File: config.mk
export PLATFORM = sky130hd
export DESIGN_NAME = product_reach_engine
export DESIGN_NICKNAME = d
export VERILOG_FILES = /design/src/rtl/pre_pkg.sv /design/src/rtl/pre_image.sv /design/src/rtl/pre_agree.sv /design/src/rtl/product_reach_engine.sv
export SDC_FILE = /design/constraint.sdc
export NUM_CORES = 1
export LEC_CHECK = 0
export ABC_AREA = 1
export BUFFER_PORTS_ARGS = -buffer_cell sky130_fd_sc_hd__buf_2
export CELL_PAD_IN_SITES_DETAIL_PLACEMENT = 1
export CELL_PAD_IN_SITES_GLOBAL_PLACEMENT = 1
export CORE_MARGIN = 5
export CORE_UTILIZATION = 38
export CTS_CLUSTER_SIZE = 10
export DETAILED_ROUTE_END_ITERATION = 12
export GPL_TIMING_DRIVEN = 0
export PLACE_DENSITY_LB_ADDON = 0.1
export SLEW_MARGIN = 5
export SYNTH_ARGS = -nofsm -noshare
export SYNTH_HDL_FRONTEND = slang
export SYNTH_HIERARCHICAL = 1
export SYNTH_SLANG_ARGS = --single-unit
File: constraint.sdc
create_clock -name clk -period 1.7 [get_ports clk]
set_input_delay 0.17 -clock clk [delete_from_list [all_inputs] [get_ports clk]]
set_output_delay 0.17 -clock clk [all_outputs]
set_load 0.005 [all_outputs]
File: src/rtl/pre_pkg.sv
package pre_pkg;

   // successor of one saturating counter state under input 1
   function automatic int sat_step(input int s, input int n);
      return (s + 1 >= n) ? n - 1 : s + 1;
   endfunction

   // flat index of the product successor of pair index p under input 1
   function automatic int pair_step(input int p, input int na, input int nb);
      int a;
      int b;
      a = p / nb;
      b = p % nb;
      return sat_step(a, na) * nb + sat_step(b, nb);
   endfunction

   // Mealy output of a threshold machine
   function automatic logic mealy_out(input int s, input logic in_bit, input int thr);
      return in_bit && (s >= thr);
   endfunction

endpackage

File: src/rtl/pre_image.sv
module pre_image #(
   parameter int NA = 3,
   parameter int NB = 4
) (
   input  logic [NA*NB-1:0] cur,
   output logic [NA*NB-1:0] img
);
   import pre_pkg::*;
   localparam int NS = NA * NB;

   // target 0 is reached from any member via input 0
   assign img[0] = |cur;

   for (genvar tg = 1; tg < NS; tg++) begin : g_tgt
      logic hit;
      always_comb begin
         hit = 1'b0;
         for (int src = 0; src < NS; src++) begin
            if (cur[src] && (pair_step(src, NA, NB) == tg)) hit = 1'b1;
         end
      end
      assign img[tg] = hit;
   end

endmodule

File: src/rtl/pre_agree.sv
module pre_agree #(
   parameter int NA    = 3,
   parameter int NB    = 4,
   parameter int THR_A = 2,
   parameter int THR_B = 2
) (
   input  logic [NA*NB-1:0] cur,
   output logic             all_agree
);
   import pre_pkg::*;
   localparam int NS = NA * NB;

   logic [NS-1:0] pair_ok;

   for (genvar ga = 0; ga < NA; ga++) begin : g_a
      for (genvar gb = 0; gb < NB; gb++) begin : g_b
         assign pair_ok[ga*NB+gb] =
            (mealy_out(ga, 1'b0, THR_A) == mealy_out(gb, 1'b0, THR_B)) &&
            (mealy_out(ga, 1'b1, THR_A) == mealy_out(gb, 1'b1, THR_B));
      end
   end

   // unreachable pairs are excused
   assign all_agree = &(pair_ok | ~cur);

endmodule

File: src/rtl/product_reach_engine.sv
module product_reach_engine #(
   parameter int NA    = 3,
   parameter int NB    = 4,
   parameter int THR_A = 2,
   parameter int THR_B = 2,
   parameter int ITW   = $clog2(NA*NB + 1)
) (
   input  logic                clk,
   input  logic                rst_n,
   input  logic                start,
   output logic                done,
   output logic [NA*NB-1:0]    reach,
   output logic [ITW-1:0]      iter,
   output logic                equiv
);
   localparam int NS = NA * NB;
   localparam logic [NS-1:0] HOME = {{(NS-1){1'b0}}, 1'b1};

   if (NA < 2 || NB < 2) begin : g_bad_size
      $error("product_reach_engine: NA and NB must be at least 2");
   end
   if (THR_A < 0 || THR_A >= NA || THR_B < 0 || THR_B >= NB) begin : g_bad_thr
      $error("product_reach_engine: thresholds must index a state");
   end
   if ((1 << ITW) <= NS) begin : g_bad_itw
      $error("product_reach_engine: ITW too narrow for step count");
   end

   typedef enum logic {ST_IDLE, ST_RUN} eng_st_t;
   eng_st_t st;

   logic [NS-1:0] img;
   logic [NS-1:0] nxt;
   logic          fixed;
   logic          agree_now;

   pre_image #(.NA(NA), .NB(NB)) u_image (
      .cur (reach),
      .img (img)
   );

   pre_agree #(.NA(NA), .NB(NB), .THR_A(THR_A), .THR_B(THR_B)) u_agree (
      .cur       (reach),
      .all_agree (agree_now)
   );

   assign nxt   = reach | img;
   assign fixed = (nxt == reach);

   always_ff @(posedge clk or negedge rst_n) begin
      if (!rst_n) begin
         st    <= ST_IDLE;
         done  <= 1'b0;
         reach <= '0;
         iter  <= '0;
         equiv <= 1'b0;
      end else begin
         done <= 1'b0;
         unique case (st)
            ST_IDLE: begin
               if (start) begin
                  reach <= HOME;
                  iter  <= '0;
                  equiv <= 1'b0;
                  st    <= ST_RUN;
               end
            end
            ST_RUN: begin
               if (fixed) begin
                  done  <= 1'b1;
                  equiv <= agree_now;
                  st    <= ST_IDLE;
               end else begin
                  reach <= nxt;
                  iter  <= iter + 1'b1;
               end
            end
            default: st <= ST_IDLE;
         endcase
      end
   end

   a_r2_load_home: assert property (@(posedge clk) disable iff (!rst_n)
      (st == ST_IDLE && start) |=> (reach == HOME && iter == '0 && !equiv));

   a_r3_no_shrink: assert property (@(posedge clk) disable iff (!rst_n)
      (st == ST_RUN) |=> ((reach & $past(reach)) == $past(reach)));

   a_r3_home_kept: assert property (@(posedge clk) disable iff (!rst_n)
      (st == ST_RUN) |-> reach[0]);

   a_r6_single_pulse: assert property (@(posedge clk) disable iff (!rst_n)
      done |=> !done);

   a_r5_done_after_run: assert property (@(posedge clk) disable iff (!rst_n)
      $rose(done) |-> (st == ST_IDLE && reach[0]));

   a_r9_idle_hold: assert property (@(posedge clk) disable iff (!rst_n)
      (st == ST_IDLE && !start) |=> ($stable(reach) && $stable(iter) && $stable(equiv)));

endmodule

After elaboration in Yosys (flattened, before gate mapping)
Index checks and enable logic that the tools add are counted.
- bitwise gates (word level): 3
- equal/unequal tests: 4
- reductions and logical operators: 4
- $add $sub $neg: 1
- mux-type cells: 26
- operator list (kind ; count):
    12-bit 2-to-1 mux ; 2
    12-bit one-hot mux with 2 select lines ; 1
    1-bit 2-to-1 mux ; 18
    12-bit == test ; 1
    12-bit OR ; 1
    12-bit OR reduction ; 1
    10-bit inverter ; 1
    4-bit 2-to-1 mux ; 2
    4-bit one-hot mux with 2 select lines ; 1
    6-bit AND reduction ; 1
    4-bit by 1-bit adder with 4-bit output (second input constant) ; 1
    2-bit != test (second input constant) ; 2
    1-bit one-hot mux with 2 select lines ; 2
    2-bit AND reduction ; 2
    2-bit by 1-bit != test with 1-bit output (second input constant) ; 1
    1-bit inverter ; 1
- register bits: 19
- input port bits: 3

Longest topological paths before layout
Gate-level depths: netlist of run 1.
- depth in word-level cells: 8
- gate-level depth with buffers: 13
- mapped depth without buffers: 12

Modules after synthesis
Netlist of run 1, hierarchy kept.
- modules (own cells, without submodules) (module ; instances ; cells each ; area an instance (um^2)):
    product_reach_engine ; 1 ; 117 ; 902.1
    pre_image ; 1 ; 29 ; 156.4
    pre_agree ; 1 ; 5 ; 21.3

Worst setup path after synthesis of run 1
OpenSTA, ideal clock, no wires.
- path kind: reg-to-reg
- from: register reach[6]
- to: register reach[10]
- buffers on the path: 2
- setup time: 0.121 ns
- data required time: 1.579 ns
- arrival: 1.397 ns
- cell stages (with the launch flop): 13
- clock period less this slack: 1.518 ns
- slack: 0.182 ns
- cell sequence: dfrtp_1 -> inv_1 -> nand3_1 -> nor2_1 -> inv_1 -> buf_4 -> nand2_1 -> o21ai_1 -> nor2_1 -> nand3_1 -> nand2_2 -> buf_6 -> a21oi_1
- cells in the longest elaborated chain, start to end: 8
- RTL lines (element ; line ; source):
    start: declaration ; product_reach_engine.sv:12 ; output logic [NA*NB-1:0] reach,
    start signal: assignment ; product_reach_engine.sv:74 ; reach <= nxt;
    1-bit 2-to-1 mux (4 in series) ; pre_image.sv:19 ; if (cur[src] && (pair_step(src, NA, NB) == tg)) hit = 1'b1;
    via u_image.g_tgt[11].hit ; pre_image.sv:15 ; logic hit;
    12-bit OR ; product_reach_engine.sv:47 ; assign nxt = reach | img;
    12-bit == test ; product_reach_engine.sv:48 ; assign fixed = (nxt == reach);
    2-bit != test (no line) ; - ;
    2-bit AND reduction (no line) ; - ;
The timed path passes the listed nets, and every way through them passes these cells.
A chain may end at the register's enable or synchronous reset.

Final worst setup path of run 1
- from: register reach[0]
- to: register reach[11]
- cells in the longest elaborated chain, start to end: 5
- RTL lines (element ; line ; source):
    12-bit OR reduction ; pre_image.sv:12 ; assign img[0] = |cur;
    via img[0] ; product_reach_engine.sv:32 ; logic [NS-1:0] img;
    12-bit OR ; product_reach_engine.sv:47 ;
    12-bit == test ; product_reach_engine.sv:48 ;
    2-bit != test (no line) ; - ;
    2-bit AND reduction (no line) ; - ;
The timed path passes the listed nets, and every way through them passes these cells.

==> key figures, run 1 <==
Outcome
  – Outcome: complete, but fails checks
  – Failing checks: setup timing

Worst setup path
  – WP data arrival: 1.94 ns
  – Crit path kind: reg2reg
  – Critical R2R Capture: reach[11]
  – R2R depth: 12
  – Worst path cell trace: nor2_1 -> nand2_1 -> nor2_2 -> nand2_4 -> nand2_2 -> nand2_2 -> nor2_2 -> nand3_2 -> nand2_4 -> buf_12 -> buf_8 -> a21oi_1
  – Worst reg2reg setup slack: -0.04 ns
  – Setup crit end kind: flop
  – Crit-path max FO: 6
  – Crit path capture: reach[11]
  – Crit. Startpoint: reach[0]
  – RR Startpoint: reach[0]
  – Crit path launch type: flop
  – CP required: 1.90 ns
  – Cell with the largest stage delay on the worst path: dfrtp_1
  – Largest stage delay, worst path: 0.45 ns

STA
  – # setup viols final: 10
  – F_max: 575.9 MHz
  – Final hold vios: 0
  – Clock period minus worst slack: 1.736 ns
  – RSZ-0062 raised after global routing: true
  – Fin crit share: 102.1%
  – Max Clock Skew: 0.006323 ns
  – Final critical-path setup slack: -0.03647 ns
  – Slew Limit Fails: 0
  – Setup tns final: -0.1596 ns

Finish
  – Fillers: 362
  – FF+latch area: 480.5 um2
  – Area of the multi-input gates: 540.5 um2
  – Antenna Cells: 0
  – Area grow syn2layout: 43.57%
  – Ratio of cells with drive above 1 in the final layout: 43.59%
  – Final net count: 200

Route
  – Post-route ant nets: 0
  – Wire length per cell: 14.14 um
  – Final Routed Wirelength: 3196 um
  – DR vias: 1052
  – First-pass iteration count of the detailed router: 3
  – DR iter-0 viols: 28
  – DRC errors left: 0
  – Vias per cell: 4.655

Synthesis
  – Avg Inst Size Synth: 7.151 um2
  – Post-synthesis cell type count: 18
  – Syn Inst Count: 151
  – Synthesized cell area: 1080 um2
  – Seq cells post-synth: 19
  – Yosys synthesis warning count: 6
  – Register area share after synthesis: 44.03%

Placed design
  – DP Wirelength: 2003 um
  – RePlAce Congestion: 0.7546
  – Port buffer count: 20

Global routing
  – Total gr overflow: 0
  – Vias in the first global route: 1074
  – Tot GR Track Use: 15.59%
  – Initial antenna violation count: 0
  – Largest net degree at the start of global routing: 20
  – Global-route wire length before repair: 4885 um

Floorplanning
  – Die area: 4008 um2
  – Top Ports: 21
  – Core Box Area: 2734 um2
  – Die Wd: 63.31 um
  – Initial core utilization: 39.50%
  – Die H: 63.31 um
  – Rows: 19

Hold path
  – Hold path cells: 3
  – Worst Hold Class: in2reg

Pwr
  – Design Power: 0.002920 W
  – Max VDD drop: 1249 uV
  – Power Dens Cells: 1884 nW/um2
  – Leak: 0.8757 nW

CTS
  – Maximum clock insertion buffer count: 2
  – Clock Latency Late Sink: 0.31 ns
  – Clock Sinks: 19
  – CTS clk-pin slew, worst paths: 0.12 ns
  – CTS Buf Count: 3
  – H-tree depth: 1
  – CTS tree: yes
  – CTS Root Cell: clkbuf_4

Run
  – Max cap viols: 0
==> logic make-up (layout without fill, tap and decap cells) <==
| kind of cell | Yosys count | count (layout) | share of synthesized area (%) |
|---|---|---|---|
| AOI/OAI and AO/OA | 13 | 13 | 6.024 |
| xor gates and xnor gates | 2 | 2 | 1.623 |
| adders and majority gates | 1 | 1 | 1.159 |
| buffers and inverters | 36 | 76 | 17.15 |
| DFF | 19 | 19 | 44.03 |
| other | 1 | 5 | 0.3473 |
| and+or+nand+nor | 79 | 79 | 29.66 |
==> where the power goes <==
group / switching [W] / internal, W / leakage (nW)
logic: 0.000909 / 0.000939 / 0.652
registers: 0.000179 / 0.000647 / 0.208
clock network: 0.000156 / 0.0000915 / 0.0150
total: 0.00124 / 0.00168 / 0.876
==> registers in the layout, indices dropped and copies added (netlist names) <==
register	count
iter	4
equiv	1
done	1
reach	12
st	1
==> cell usage after synthesis, drive strengths merged <==
cell,n,area (um2)
a21oi,11,55.05
buf,13,98.84
conb,1,3.750
dfrtp,19,475.5
ha,1,12.51
inv,23,86.33
nand2,46,177.7
nand3,7,35.03
nor2,24,95.09
o21ai,2,10.00
or2,2,12.52
xor2,2,17.52
==> cells in the final DEF (no fill, tap or decap), types with 4 or more instances in the layout <==
master,synthesis,layout
nand2_1,44,37
inv_1,23,22
buf_2,1,21
buf_4,11,21
nor2_1,22,18
dfrtp_1,19,15
a21oi_2,0,9
nand2_2,2,6
conb_1,1,5
nor2_2,2,4
nand3_2,0,4
dfrtp_2,0,4
==> critical path: cells and delay by family, from the launching register on <==
family,cells,cell delay (ns)
AOI/OAI and AO/OA,1,0.06
DFF,1,0.45
and+or+nand+nor,9,0.87
buffers and inverters,2,0.25
==> through the flow <==
stage / area, um2 / hold WS, ns / setup WS, ns / std cells / utilization, %
floorplan: 1095 / -0.1256 / 0.1823 / 155 / -
global placement: 1234 / 0.1433 / -0.1251 / 206 / 45.13
detailed placement: 1234 / 0.1486 / -0.2179 / 206 / 45.13
CTS: 1411 / 0.2191 / -0.006664 / 220 / 51.62
global route: 1550 / 0.2289 / -0.1394 / 226 / 56.70
finish: 1550 / 0.2225 / -0.03647 / 226 / 56.70
==> final cells by class <==
cell class	count	share of cell area (%)
Multi-Input combinational cell	100	34.87
Tap cell	31	2.502
Timing Repair Buffer	37	18.24
Clock buffer	4	1.695
Buffer	12	6.134
Inverter	23	5.569
Sequential cell	19	30.99
==> worst min path at each step <==
stage / startpoint / end
floorplan: rst_n / done
global placement: rst_n / reach[8]
detailed placement: rst_n / reach[8]
CTS: start / st
global route: start / st
finish: start / st
==> routing by layer <==
layer	GRT usage [%]	part of all wire [%]
met4	5.455	1.5
met5	0	0
met1	17.99	43
met2	28.59	53
met3	2.664	2.8
==> what timing repair did <==
item,CTS,global route
endpoints found under the hold margin,19,0
cloned,1,0
gates resized for setup,11,27
hold buffers,1,0
setup buffers,9,6
pin swaps,7,11
endpoints found under the setup margin,18,18
Note: power is estimated with default switching activity, not from simulation.
==> run 2: changes to the inputs <==
CELL_PAD_IN_SITES_DETAIL_PLACEMENT = unset   (was 1)
CELL_PAD_IN_SITES_GLOBAL_PLACEMENT = unset   (was 1)
CORE_UTILIZATION = 52   (was 38)
PLACE_DENSITY = 0.76   (was unset)
PLACE_DENSITY_LB_ADDON = unset   (was 0.1)
SKIP_CTS_REPAIR_TIMING = 1   (was unset)
==> run 2 against run 1 <==
The flow still finishes with violations (setup timing). Register-to-register slack better by 0.02 ns. Hold slack worse by 0.016 ns. Worst setup slack improved by 0.024 ns. Flip-flop and latch count did not move. First-iteration DRC count decreased by 14%. Maximum frequency is 1.4% higher. Via count increased by 0.57%. Total power is 5.7% lower. Highest routed layer unchanged.
==> key figures, run 2 (synthesized netlist as in run 1, its figures left out) <==
STA
  – Slew Limit Fails: 0 (unchanged)
  – RSZ-0062 raised after global routing: true
  – Fin crit share: 100.7% (-1.4 points)
  – Clock period minus worst slack: 1.712 ns (-0.02436 ns)
  – F_max: 584.1 MHz (+1.4%)
  – # setup viols final: 5 (-5)
  – Final hold vios: 0 (unchanged)
  – Final critical-path setup slack: -0.01211 ns (+0.02436 ns)
  – Max Clock Skew: 0.003611 ns (-0.002712 ns)
  – Hold Slack: 0.2061 ns (-0.01647 ns)

Worst setup path
  – Setup crit end kind: flop
  – Worst reg2reg setup slack: -0.01 ns (+0.02 ns)
  – Critical R2R Capture: reach[11]
  – Crit-path max FO: 8 (+2)
  – CP required: 1.90 ns (about the same)
  – R2R depth: 11 (-1)
  – Crit path kind: reg2reg
  – Crit path launch type: flop
  – WP data arrival: 1.91 ns (-0.03 ns)
  – RR Startpoint: reach[1]

Finish
  – Ratio of cells with drive above 1 in the final layout: 40.10% (-3.5 points)
  – Register with the most flip-flops: reach
  – Final net count: 202 (+1.0%)
  – Max FFs per register: 12 (unchanged)
  – Post-route insts no fill: 224 (-0.88%)
  – Most frequent cells in the layout: nand2_1 (43), buf_4 (26), inv_1 (21), buf_2 (21), nor2_1 (18)
  – Commonest non-fill, non-tap cell in the layout: nand2_1
  – Regs by FF count: reach (12), iter (4)
  – Fillers: 147 (-59%)
  – Area grow syn2layout: 39.63%
  – Antenna Cells: 0 (unchanged)

Floorplanning
  – Initial core utilization: 55.04% (+16 points)
  – Top Ports: 21 (unchanged)
  – Core Box Area: 1962 um2 (-28%)
  – Die area: 3088 um2 (-23%)
  – Rows: 16 (-3)
  – Die Wd: 55.57 um (-12%)
  – Die H: 55.57 um (-12%)

Outcome
  – Failing checks: setup timing
  – Outcome: complete, but fails checks

Pwr
  – Power Dens Cells: 1826 nW/um2 (-3.0%)
  – Sequential power share: 30.7% (+2.4 points)
  – Leak: 0.8532 nW (-2.6%)
  – Switch Pwr: 0.001164 W (-6.4%)
  – Max VDD drop: 1052 uV (-16%)
  – Clock share of power: 8.5% (about the same)
  – Fraction of power spent switching nets: 42.27% (-0.30 points)
  – Comb pwr share: 60.8% (-2.5 points)
  – Int Pwr: 0.001590 W (-5.2%)

Route
  – Vias per cell: 4.723 (+1.5%)
  – Highest metal used: met4
  – First-pass iteration count of the detailed router: 5 (+2)
  – Wire length on met2: 1313 um (-22%)
  – DRC errors left: 0 (unchanged)
  – Final Routed Wirelength: 2601 um (-19%)
  – Wire length per cell: 11.61 um (-18%)
  – DR vias: 1058 (+0.57%)
  – DR iter-0 viols: 24 (-14%)
  – Met3 WL: 135 um (+52%)
  – Met1 wire length: 1123 um (-18%)
  – Post-route ant nets: 0 (unchanged)

CTS
  – CTS tree: yes
  – CTS clk-pin slew, worst paths: 0.11 ns (about the same)
  – Clock Latency Late Sink: 0.30 ns (about the same)
  – CTS Buf Count: 3 (unchanged)
  – Maximum clock insertion buffer count: 2 (unchanged)
  – Clock Sinks: 19 (unchanged)
  – H-tree depth: 1 (unchanged)
  – CTS Root Cell: clkbuf_4

Global routing
  – Total gr overflow: 0 (unchanged)
  – Largest net degree at the start of global routing: 20 (unchanged)
  – Tot GR Track Use: 14.58% (-1.0 points)
  – Global-route wire length before repair: 3629 um (-26%)
  – Vias in the first global route: 864 (-20%)
  – Initial antenna violation count: 0 (unchanged)

Placed design
  – Port buffer count: 20 (unchanged)
  – RePlAce Congestion: 0.7954 (+5.4%)
  – Post-placement cell count: 202 (-1.9%)
  – DP Wirelength: 1535 um (-23%)
  – Post-Place Worst Slack: -0.06510 ns (+0.1528 ns)

Run
  – Max cap viols: 0 (unchanged)

Hold path
  – Hold path cells: 3 (unchanged)
  – Hold Path End: st
  – Worst Hold Class: in2reg
  – Hold path startpoint: start
-- run 2: worst max-delay path by stage --
stage / from / end / slack (ns) / cells past startpoint
2_1_floorplan: reach[6] / reach[10] / 0.18 / 12
3_3_place_gp: reach[6] / reach[7] / -0.06 / 12
3_5_place_dp: reach[6] / reach[7] / -0.07 / 12
4_1_cts: reach[6] / reach[5] / -0.08 / 12
5_1_grt: reach[1] / reach[9] / -0.09 / 11
6_report: reach[1] / reach[11] / -0.01 / 11
-- run 2: metrics by stage --
stage          utilization [%]  setup TNS [ns]  power [W]  instance area (um2)
6_report                 76.85        -0.03874   0.002754                 1508
5_1_grt                  76.85          -1.286   0.002985                 1508
4_1_cts                  63.97          -1.044   0.002105                 1255
3_5_place_dp             62.63         -0.7525   0.001869                 1229
3_3_place_gp             62.63         -0.6904   0.001834                 1229
2_1_floorplan                -               0   0.001531                 1095
-- run 2: routing by layer --
layer / track usage (%) / vias up
met5: 0 / -
met3: 2.784 / 2
li1: - / 529
met2: 25.17 / 34
met1: 17.11 / 493
met4: 7.292 / 0
-- run 2: power by group through the flow --
stage          registers (W)  logic [W]  clock network, W
6_report            0.000846    0.00167          0.000233
4_1_cts             0.000853    0.00101          0.000241
2_1_floorplan       0.000855   0.000676                 0
3_5_place_dp        0.000861    0.00101                 0
5_1_grt             0.000870    0.00186          0.000255
3_3_place_gp        0.000855   0.000978                 0
-- run 2: worst max-delay path, stage by stage, from the launching register on --
cell	delay [ns]
dfrtp_2	0.44
nor2_1	0.19
nand2_1	0.11
nor2_1	0.09
nand2_1	0.08
nand2_1	0.08
nand2_2	0.07
nor2_4	0.09
nand3_4	0.12
nand2_8	0.14
clkbuf_16	0.16
a21oi_2	0.05
-- run 2: area by class of cell --
class	count	area [um2]	area share [%]
multi-input cells	100	515.5	34.19
well taps	27	33.78	2.241
clock buffers	4	26.28	1.743
repair buffers	39	266.5	17.68
inverters	23	88.84	5.892
plain buffers	12	95.09	6.307
flip-flops and latches	19	481.7	31.95
